File: config.mk
export PLATFORM = sky130hd
export DESIGN_NAME = mdio_mgmt_slave
export DESIGN_NICKNAME = d
export VERILOG_FILES = /design/src/rtl/mdio_pkg.sv /design/src/rtl/mdio_rst_sync.sv /design/src/rtl/mdio_frame_rx.sv /design/src/rtl/mdio_reg_bank.sv /design/src/rtl/mdio_tx.sv /design/src/rtl/mdio_mgmt_slave.sv
export SDC_FILE = /design/constraint.sdc
export NUM_CORES = 1
export LEC_CHECK = 0
export BUFFER_PORTS_ARGS = -buffer_cell sky130_fd_sc_hd__buf_2
export CAP_MARGIN = 15
export CORE_ASPECT_RATIO = 2
export CORE_MARGIN = 3
export CORE_UTILIZATION = 40
export CTS_CLUSTER_SIZE = 8
export DETAILED_ROUTE_END_ITERATION = 7
export MAX_ROUTING_LAYER = met4
export PLACE_DENSITY = 0.6
export SETUP_SLACK_MARGIN = 0.05
export SYNTH_ARGS = -nofsm -noshare
export SYNTH_HDL_FRONTEND = slang
export SYNTH_SLANG_ARGS = --single-unit
File: constraint.sdc
create_clock -name mdc -period 5.33 [get_ports mdc]
set_input_delay 1.066 -clock mdc [delete_from_list [all_inputs] [get_ports mdc]]
set_output_delay 1.066 -clock mdc [all_outputs]
set_load 0.05 [all_outputs]
File: src/rtl/mdio_pkg.sv
package mdio_pkg;

  typedef enum logic [2:0] {
    ST_PRE   = 3'd0,
    ST_START = 3'd1,
    ST_OP    = 3'd2,
    ST_PHY   = 3'd3,
    ST_REG   = 3'd4,
    ST_TA    = 3'd5,
    ST_DATA  = 3'd6
  } mdio_st_e;

  localparam logic [1:0] OPC_READ  = 2'b10;
  localparam logic [1:0] OPC_WRITE = 2'b01;

endpackage

File: src/rtl/mdio_rst_sync.sv
module mdio_rst_sync (
  input  logic clk,
  input  logic rst_n,
  output logic rst_sync_n
);

  logic [1:0] sync_q;

  always_ff @(posedge clk or negedge rst_n) begin
    if (!rst_n) begin
      sync_q <= 2'b00;
    end else begin
      sync_q <= {sync_q[0], 1'b1};
    end
  end

  assign rst_sync_n = sync_q[1];

endmodule

File: src/rtl/mdio_frame_rx.sv
module mdio_frame_rx
  import mdio_pkg::*;
#(
  parameter int PRE_LEN = 32,
  parameter int PHY_W   = 5,
  parameter int REG_W   = 5,
  parameter int DATA_W  = 16,
  localparam int CNT_W  = $clog2(DATA_W),
  localparam int PRE_W  = $clog2(PRE_LEN + 1)
) (
  input  logic              clk,
  input  logic              rst_n,
  input  logic              mdio_i,
  input  logic [PHY_W-1:0]  phy_addr_i,
  output mdio_st_e          state_o,
  output logic [CNT_W-1:0]  cnt_o,
  output logic [1:0]        op_o,
  output logic              phy_match_o,
  output logic [REG_W-1:0]  reg_addr_o,
  output logic              rd_act_o,
  output logic              tx_load_o,
  output logic              wr_en_o,
  output logic [DATA_W-1:0] wr_data_o
);

  localparam logic [PRE_W-1:0] PRE_FULL = PRE_W'(PRE_LEN);
  localparam logic [CNT_W-1:0] OP_LAST  = CNT_W'(1);
  localparam logic [CNT_W-1:0] PHY_LAST = CNT_W'(PHY_W - 1);
  localparam logic [CNT_W-1:0] REG_LAST = CNT_W'(REG_W - 1);
  localparam logic [CNT_W-1:0] TA_LAST  = CNT_W'(1);
  localparam logic [CNT_W-1:0] DAT_LAST = CNT_W'(DATA_W - 1);

  mdio_st_e            st_q,  st_d;
  logic [CNT_W-1:0]    cnt_q, cnt_d;
  logic [PRE_W-1:0]    pre_q, pre_d;
  logic [1:0]          op_q,  op_d;
  logic [PHY_W-1:0]    phy_q, phy_d;
  logic [REG_W-1:0]    reg_q, reg_d;
  logic [DATA_W-1:0]   dat_q, dat_d;
  logic                tail_phase;
  logic                addr_hit;

  always_comb begin
    st_d  = st_q;
    cnt_d = cnt_q;
    pre_d = pre_q;
    op_d  = op_q;
    phy_d = phy_q;
    reg_d = reg_q;
    dat_d = dat_q;
    unique case (st_q)
      ST_PRE: begin
        if (mdio_i) begin
          if (pre_q != PRE_FULL) begin
            pre_d = pre_q + 1'b1;
          end
        end else begin
          if (pre_q == PRE_FULL) begin
            st_d = ST_START;
          end
          pre_d = '0;
        end
      end
      ST_START: begin
        cnt_d = '0;
        st_d  = mdio_i ? ST_OP : ST_PRE;
      end
      ST_OP: begin
        op_d = {op_q[0], mdio_i};
        if (cnt_q == OP_LAST) begin
          st_d  = ST_PHY;
          cnt_d = '0;
        end else begin
          cnt_d = cnt_q + 1'b1;
        end
      end
      ST_PHY: begin
        phy_d = {phy_q[PHY_W-2:0], mdio_i};
        if (cnt_q == PHY_LAST) begin
          st_d  = ST_REG;
          cnt_d = '0;
        end else begin
          cnt_d = cnt_q + 1'b1;
        end
      end
      ST_REG: begin
        reg_d = {reg_q[REG_W-2:0], mdio_i};
        if (cnt_q == REG_LAST) begin
          st_d  = ST_TA;
          cnt_d = '0;
        end else begin
          cnt_d = cnt_q + 1'b1;
        end
      end
      ST_TA: begin
        if (cnt_q == TA_LAST) begin
          st_d  = ST_DATA;
          cnt_d = '0;
        end else begin
          cnt_d = cnt_q + 1'b1;
        end
      end
      ST_DATA: begin
        dat_d = {dat_q[DATA_W-2:0], mdio_i};
        if (cnt_q == DAT_LAST) begin
          st_d  = ST_PRE;
          cnt_d = '0;
          pre_d = '0;
        end else begin
          cnt_d = cnt_q + 1'b1;
        end
      end
      default: begin
        st_d  = ST_PRE;
        cnt_d = '0;
        pre_d = '0;
      end
    endcase
  end

  always_ff @(posedge clk or negedge rst_n) begin
    if (!rst_n) begin
      st_q  <= ST_PRE;
      cnt_q <= '0;
      pre_q <= '0;
      op_q  <= '0;
      phy_q <= '0;
      reg_q <= '0;
      dat_q <= '0;
    end else begin
      st_q  <= st_d;
      cnt_q <= cnt_d;
      pre_q <= pre_d;
      op_q  <= op_d;
      phy_q <= phy_d;
      reg_q <= reg_d;
      dat_q <= dat_d;
    end
  end

  assign tail_phase  = (st_q == ST_TA) || (st_q == ST_DATA);
  assign addr_hit    = (phy_q == phy_addr_i);

  assign state_o     = st_q;
  assign cnt_o       = cnt_q;
  assign op_o        = op_q;
  assign phy_match_o = addr_hit;
  assign reg_addr_o  = reg_q;
  assign rd_act_o    = tail_phase && addr_hit && (op_q == OPC_READ);
  assign tx_load_o   = rd_act_o && (st_q == ST_TA) && (cnt_q == TA_LAST);
  assign wr_en_o     = addr_hit && (op_q == OPC_WRITE) &&
                       (st_q == ST_DATA) && (cnt_q == DAT_LAST);
  assign wr_data_o   = {dat_q[DATA_W-2:0], mdio_i};

endmodule

File: src/rtl/mdio_reg_bank.sv
module mdio_reg_bank #(
  parameter int NUM_REGS = 8,
  parameter int REG_W    = 5,
  parameter int DATA_W   = 16,
  localparam int IDX_W   = (NUM_REGS > 1) ? $clog2(NUM_REGS) : 1
) (
  input  logic                clk,
  input  logic                rst_n,
  input  logic                wr_en,
  input  logic [REG_W-1:0]    addr,
  input  logic [DATA_W-1:0]   wr_data,
  output logic [DATA_W-1:0]   rd_data,
  output logic [NUM_REGS-1:0] wr_hit
);

  logic [DATA_W-1:0] regs_q [NUM_REGS];
  logic              addr_ok;

  assign addr_ok = (int'(addr) < NUM_REGS);

  for (genvar g = 0; g < NUM_REGS; g++) begin : g_sel
    assign wr_hit[g] = wr_en && (int'(addr) == g);
  end

  always_ff @(posedge clk or negedge rst_n) begin
    if (!rst_n) begin
      for (int i = 0; i < NUM_REGS; i++) begin
        regs_q[i] <= '0;
      end
    end else begin
      for (int i = 0; i < NUM_REGS; i++) begin
        if (wr_hit[i]) begin
          regs_q[i] <= wr_data;
        end
      end
    end
  end

  assign rd_data = addr_ok ? regs_q[addr[IDX_W-1:0]] : '1;

endmodule

File: src/rtl/mdio_tx.sv
module mdio_tx
  import mdio_pkg::*;
#(
  parameter int DATA_W = 16,
  localparam int CNT_W = $clog2(DATA_W)
) (
  input  logic              clk,
  input  logic              rst_n,
  input  mdio_st_e          state,
  input  logic [CNT_W-1:0]  cnt,
  input  logic              rd_act,
  input  logic              load,
  input  logic [DATA_W-1:0] rd_data,
  output logic              mdio_o,
  output logic              mdio_oe
);

  logic [DATA_W-1:0] sh_q, sh_d;
  logic              oe_d, o_d;
  logic              shift_en;

  assign shift_en = rd_act && (state == ST_DATA);

  always_comb begin
    sh_d = sh_q;
    if (load) begin
      sh_d = rd_data;
    end else if (shift_en) begin
      sh_d = {sh_q[DATA_W-2:0], 1'b0};
    end
  end

  always_ff @(posedge clk or negedge rst_n) begin
    if (!rst_n) begin
      sh_q <= '0;
    end else begin
      sh_q <= sh_d;
    end
  end

  always_comb begin
    oe_d = rd_act && (((state == ST_TA) && (cnt == CNT_W'(1))) || (state == ST_DATA));
    o_d  = (state == ST_DATA) ? sh_q[DATA_W-1] : 1'b0;
  end

  always_ff @(negedge clk or negedge rst_n) begin
    if (!rst_n) begin
      mdio_oe <= 1'b0;
      mdio_o  <= 1'b0;
    end else begin
      mdio_oe <= oe_d;
      mdio_o  <= o_d;
    end
  end

endmodule

File: src/rtl/mdio_mgmt_slave.sv
module mdio_mgmt_slave
  import mdio_pkg::*;
#(
  parameter int NUM_REGS = 8,
  parameter int PRE_LEN  = 32,
  parameter int PHY_W    = 5,
  parameter int REG_W    = 5,
  parameter int DATA_W   = 16
) (
  input  logic             mdc,
  input  logic             rst_n,
  input  logic [PHY_W-1:0] phy_addr_i,
  input  logic             mdio_i,
  output logic             mdio_o,
  output logic             mdio_oe
);

  localparam int CNT_W = $clog2(DATA_W);

  logic                rst_s_n;
  mdio_st_e            fr_state;
  logic [CNT_W-1:0]    fr_cnt;
  logic [1:0]          fr_op;
  logic                fr_match;
  logic [REG_W-1:0]    fr_reg;
  logic                fr_rd_act;
  logic                fr_load;
  logic                fr_wr_en;
  logic [DATA_W-1:0]   fr_wr_data;
  logic [DATA_W-1:0]   bank_rd_data;
  logic [NUM_REGS-1:0] bank_wr_hit;

  mdio_rst_sync u_rst (
    .clk        (mdc),
    .rst_n      (rst_n),
    .rst_sync_n (rst_s_n)
  );

  mdio_frame_rx #(
    .PRE_LEN (PRE_LEN),
    .PHY_W   (PHY_W),
    .REG_W   (REG_W),
    .DATA_W  (DATA_W)
  ) u_rx (
    .clk         (mdc),
    .rst_n       (rst_s_n),
    .mdio_i      (mdio_i),
    .phy_addr_i  (phy_addr_i),
    .state_o     (fr_state),
    .cnt_o       (fr_cnt),
    .op_o        (fr_op),
    .phy_match_o (fr_match),
    .reg_addr_o  (fr_reg),
    .rd_act_o    (fr_rd_act),
    .tx_load_o   (fr_load),
    .wr_en_o     (fr_wr_en),
    .wr_data_o   (fr_wr_data)
  );

  mdio_reg_bank #(
    .NUM_REGS (NUM_REGS),
    .REG_W    (REG_W),
    .DATA_W   (DATA_W)
  ) u_bank (
    .clk     (mdc),
    .rst_n   (rst_s_n),
    .wr_en   (fr_wr_en),
    .addr    (fr_reg),
    .wr_data (fr_wr_data),
    .rd_data (bank_rd_data),
    .wr_hit  (bank_wr_hit)
  );

  mdio_tx #(
    .DATA_W (DATA_W)
  ) u_tx (
    .clk     (mdc),
    .rst_n   (rst_s_n),
    .state   (fr_state),
    .cnt     (fr_cnt),
    .rd_act  (fr_rd_act),
    .load    (fr_load),
    .rd_data (bank_rd_data),
    .mdio_o  (mdio_o),
    .mdio_oe (mdio_oe)
  );

endmodule

## Word-level counts from Yosys, hierarchy flattened

Index checks and enable logic that the tools add are counted.

| cells by class | value |
|---|---|
| order comparisons | 2 |
| bitwise gates (word level) | 2 |
| add/sub/neg operators | 2 |
| multiplexer cells | 24 |
| equal/unequal tests | 29 |
| reductions and logical operators | 28 |

Operators with widths:

| kind | number |
|---|---|
| $mux W16 | 5 |
| $bmux W16 S3 | 1 |
| $mux W3 | 7 |
| $pmux W3 S7 | 1 |
| $eq A5 B4 Y1 const B | 4 |
| $logic_and A1 B1 Y1 | 18 |
| $mux W6 | 3 |
| $pmux W6 S3 | 1 |
| $pmux W4 S4 | 1 |
| $mux W4 | 3 |
| $ne A2 B1 Y1 const B | 6 |
| $eq A5 B3 Y1 const B | 2 |
| $eq A3 B3 Y1 const B | 3 |
| $reduce_and A7 Y1 | 1 |
| $add A6 B1 Y6 const B | 1 |
| $eq A3 B2 Y1 const B | 2 |
| $eq A6 B6 Y1 const B | 1 |
| $ne A6 B6 Y1 const B | 1 |
| $eq A5 B2 Y1 const B | 1 |
| $eq A5 B5 Y1 | 1 |
| $logic_not A5 Y1 | 1 |
| $lt A5 B4 Y1 const B | 1 |
| $reduce_or A5 Y1 | 1 |
| $add A4 B1 Y4 const B | 1 |
| 18 further kinds | 20 |

| storage, ports and cells | value |
|---|---|
| input bits | 8 |
| flip-flop bits (word level) | 188 |

## Longest topological paths before layout

| depth | value |
|---|---|
| depth in word-level cells | 7 |
| gate-level depth with buffers | 8 |

## By module

From an unflattened synthesis, not the netlist that was laid out.

| second synthesis, totals | value |
|---|---|
| cell total of the unflattened synthesis | 661 |
| area, all modules | 8,868.5 um2 |

By module, submodules not included:

| module | cells an instance | sequential area each (um2) | area each (um2) | instances |
|---|---|---|---|---|
| mdio_reg_bank | 396 | 3,203.1 | 5,894.4 | 1 |
| mdio_frame_rx | 186 | 1,001.0 | 2,087.0 | 1 |
| mdio_tx | 76 | 450.4 | 833.3 | 1 |
| mdio_rst_sync | 3 | 50.0 | 53.8 | 1 |

==> impl_metrics.toml <==
[outcome]
outcome = "finished, final reports clean"

[worst_setup_path]
ff2ff_path_depth = 5
rrSetupSlack_ns = 1.09
cpPeakStageDelay_ns = 0.39
cp.arrival_ns = 3.71
crit_family = "flip-flops"
slowest_stage = "dfrtn_1"
crit_chain = "buf_2"
start_kind = "register"
reg2reg_from = "u_rx.cnt_o[1]"
crit_path_start = "u_tx.mdio_oe"
worst_ep_required_time_ns = 4.26
path_depth = 1
crit_type = "register to output port"
cp_num_buf_inv = 1
cp-end-kind = "output port"
critical_path.max_fanout = 1
critPathCapture = "mdio_oe"
reg2reg_to = "u_tx.mdio_oe"

[timing]
worst_slew_pin_slew_ns = 1.05
fin_tns_setup_ns = 0
skew_ns = 0.0307
rsz0062_at_grt = "false"
slew_headroom_pct = 29.7
hold_viol_final = 0
setup_violations = 0
drv_slew = 0

[route]
drt_iter0_drc = 273
firstDrtPassIters = 4
wl_microns = 19800
drtAntennaViolNets = 0
viasPerCell = 5.57
drcViolationCount = 0
vias = 5417
wl_per_cell_microns = 20.4

[floorplan]
die_w_microns = 111
io_pins = 10
core_sq_um = 21600
dieArea_sq_um = 23900
fp.dieH_microns = 216
rows = 76
initial_core_util_pct = 40.7

[logic_synthesis]
yosysTopAreaCell = "dfrtp_1"
yosysSeqAreaShare_pct = 53.6
synthArstFlopShare_pct = 100
synth_area_leaders = "dfrtp_1 (53%), mux2_2 (17%), mux2i_1 (5.9%), nand2_1 (2.9%), mux4_2 (2.1%)"
yosys_register_bits = 188
syn_avg_cell_area_sq_um = 12.6
synth_edf_count = 0
synthDistinctLibCells = 57
syn_nets = 709
synth_cells = 696
ys.flop_type = "dfrtp_1"
ys_warn_count = 0
yosys.area.top_type_share_pct = 53.0
netlist_area_sq_um = 8780

[global_routing]
grt_antenna_before_repair = 0
grt_pass1_wl_microns = 32300
grt_pass1_vias = 5947
grt-ovfl-total = 0
grt_max_degree = 82
track_usage_pct = 17.9

[cells_and_area]
diodes = 0
areaGrowthSynthToFinish_pct = 9.46
final_layout_size_suffix_gt1_share_pct = 30.0
instances_no_fill = 972
nNetsFinal = 700

[clock_tree]
cts.repair.resized = 0
clock-sinks = 188
clockBufferDepth = 2
clk_pin_slew_ns = 0.07
ctsHoldBuffers = 0
post-cts-setup-buffers = 0
htreeDepth = 4
clk_latency_ns = 0.43
cts_tree = "built"
root_buffer = "clkbuf_16"
numCtsBuffers = 17

[power_and_ir_drop]
ir_drop_uv = 235
cellPowerDensity_nw_per_um2 = 291
p_leak_nw = 4.91

[job]
max-cap-violations = 0

[placement]
portBuffers = 9
dp_cells = 941
hpwl_microns = 12700
gp_congestion = 0.801

[hold_path]
hp-class = "register to asynchronous set/reset pin"
registers in the layout, indices dropped and copies added, names as in the netlist:
register,cells
u_rx.pre_q,6
u_rx.op_o,2
u_tx.mdio_o,1
u_rx.phy_q,5
u_tx.mdio_oe,1
u_tx.sh_q,16
u_bank.regs_q,128
u_rx.state_o,3
u_rst.sync_q,2
u_rx.dat_q,15
u_rx.cnt_o,4
u_rx.reg_addr_o,5
layer usage:
metal | up-vias | share of wire (%) | GRT usage, %
li1 | 2468 | - | -
met1 | 2811 | 39 | 18.6
met2 | 100 | 56 | 32.8
met3 | 38 | 2.4 | 3.25
met4 | 0 | 2.9 | 8.06
met5 | - | 0 | -
worst min path at each step:
stage                    start                end  slack, ns  depth (start not counted)
2_1_floorplan  u_rst.sync_q[0]    u_rst.sync_q[1]       0.33                          0
3_3_place_gp   u_rst.sync_q[1]  u_bank.regs_q[29]       0.34                          0
3_5_place_dp   u_rst.sync_q[0]    u_rst.sync_q[1]       0.35                          0
4_1_cts        u_rst.sync_q[1]  u_bank.regs_q[13]       0.37                          0
5_1_grt        u_rst.sync_q[0]    u_rst.sync_q[1]       0.37                          0
6_report       u_rst.sync_q[1]  u_bank.regs_q[13]       0.33                          0
stage by stage:
stage	worst slack, ns	hold WS (ns)	total power, mW	cell area (sq um)	util (%)
2_1_floorplan	0.843	0.331	1.52	8780	-
3_3_place_gp	0.887	0.337	1.53	9010	41.7
3_5_place_dp	0.848	0.353	1.54	9010	41.7
4_1_cts	0.529	0.367	2.83	9610	44.5
5_1_grt	0.515	0.372	2.90	9610	44.5
6_report	0.552	0.334	2.80	9610	44.5
report_power, final:
part | internal, mW | total (mW) | switching (mW)
Clock | 0.758 | 1.29 | 0.530
Combinational | 0.0138 | 0.0479 | 0.0341
Sequential | 1.44 | 1.46 | 0.0253
final cells by class:
cell class,instances,area [sq um]
inverters,21,78.8
well taps,273,342
multi-input cells,437,3740
flip-flops and latches,188,4710
clock buffers,20,457
fillers,1944,12000
repair buffers,22,143
clock inverters,11,144
synthesized netlist by cell type (3+ instances only):
cell	count
a211oi_1	5
a22oi_1	12
and2_1	3
mux4_2	8
mux2_2	129
nand3b_1	3
o21ai_0	19
buf_1	5
a221oi_1	10
nand2b_1	4
mux2i_1	52
nand2_1	67
buf_4	13
mux2_4	10
o2bb2ai_1	4
nand3_1	11
a31oi_1	4
inv_1	20
nor2_1	14
clkbuf_1	27
a21oi_1	18
nor2b_1	3
nor3_1	4
dfrtp_1	186
ha_1	5
xnor2_1	3
xor2_1	5
buf_2	3
and3_1	3
o22ai_1	3
a2bb2oi_1	10
cells by family after synthesis:
group                      after synthesis  synth area share, %
AOI/OAI and AO/OA                       93                 7.21
xor gates and xnor gates                 8                0.798
adders and majority gates                5                0.713
buffers and inverters                   71                 3.85
DFF                                    188                 53.6
muxes                                  199                 26.2
other                                    1               0.0427
and+or+nand+nor                        131                 7.55
placed cells by master (no fill, tap or decap), types with 3 or more instances in the layout:
cell	netlist	layout
inv_1	20	20
nand3_1	11	11
o21ai_0	19	19
xor2_1	5	5
buf_4	13	13
dfrtp_1	186	184
and2_1	3	3
o22ai_1	3	3
clkbuf_16	0	17
mux4_2	8	8
a22oi_1	12	12
a31oi_1	4	4
buf_2	3	9
nand3b_1	3	3
ha_1	5	5
a211oi_1	5	5
a221oi_1	10	10
mux2_2	129	129
a2bb2oi_1	10	10
and3_1	3	3
nor3_1	4	4
nor2b_1	3	3
o2bb2ai_1	4	4
nand2b_1	4	4
a21oi_1	18	18
mux2_4	10	10
xnor2_1	3	3
clkinv_2	0	3
nand2_1	67	67
nor2_1	14	14
clkinvlp_4	0	4
mux2i_1	52	52
bufinv_16	0	3
Note: power is estimated with default switching activity, not from simulation.
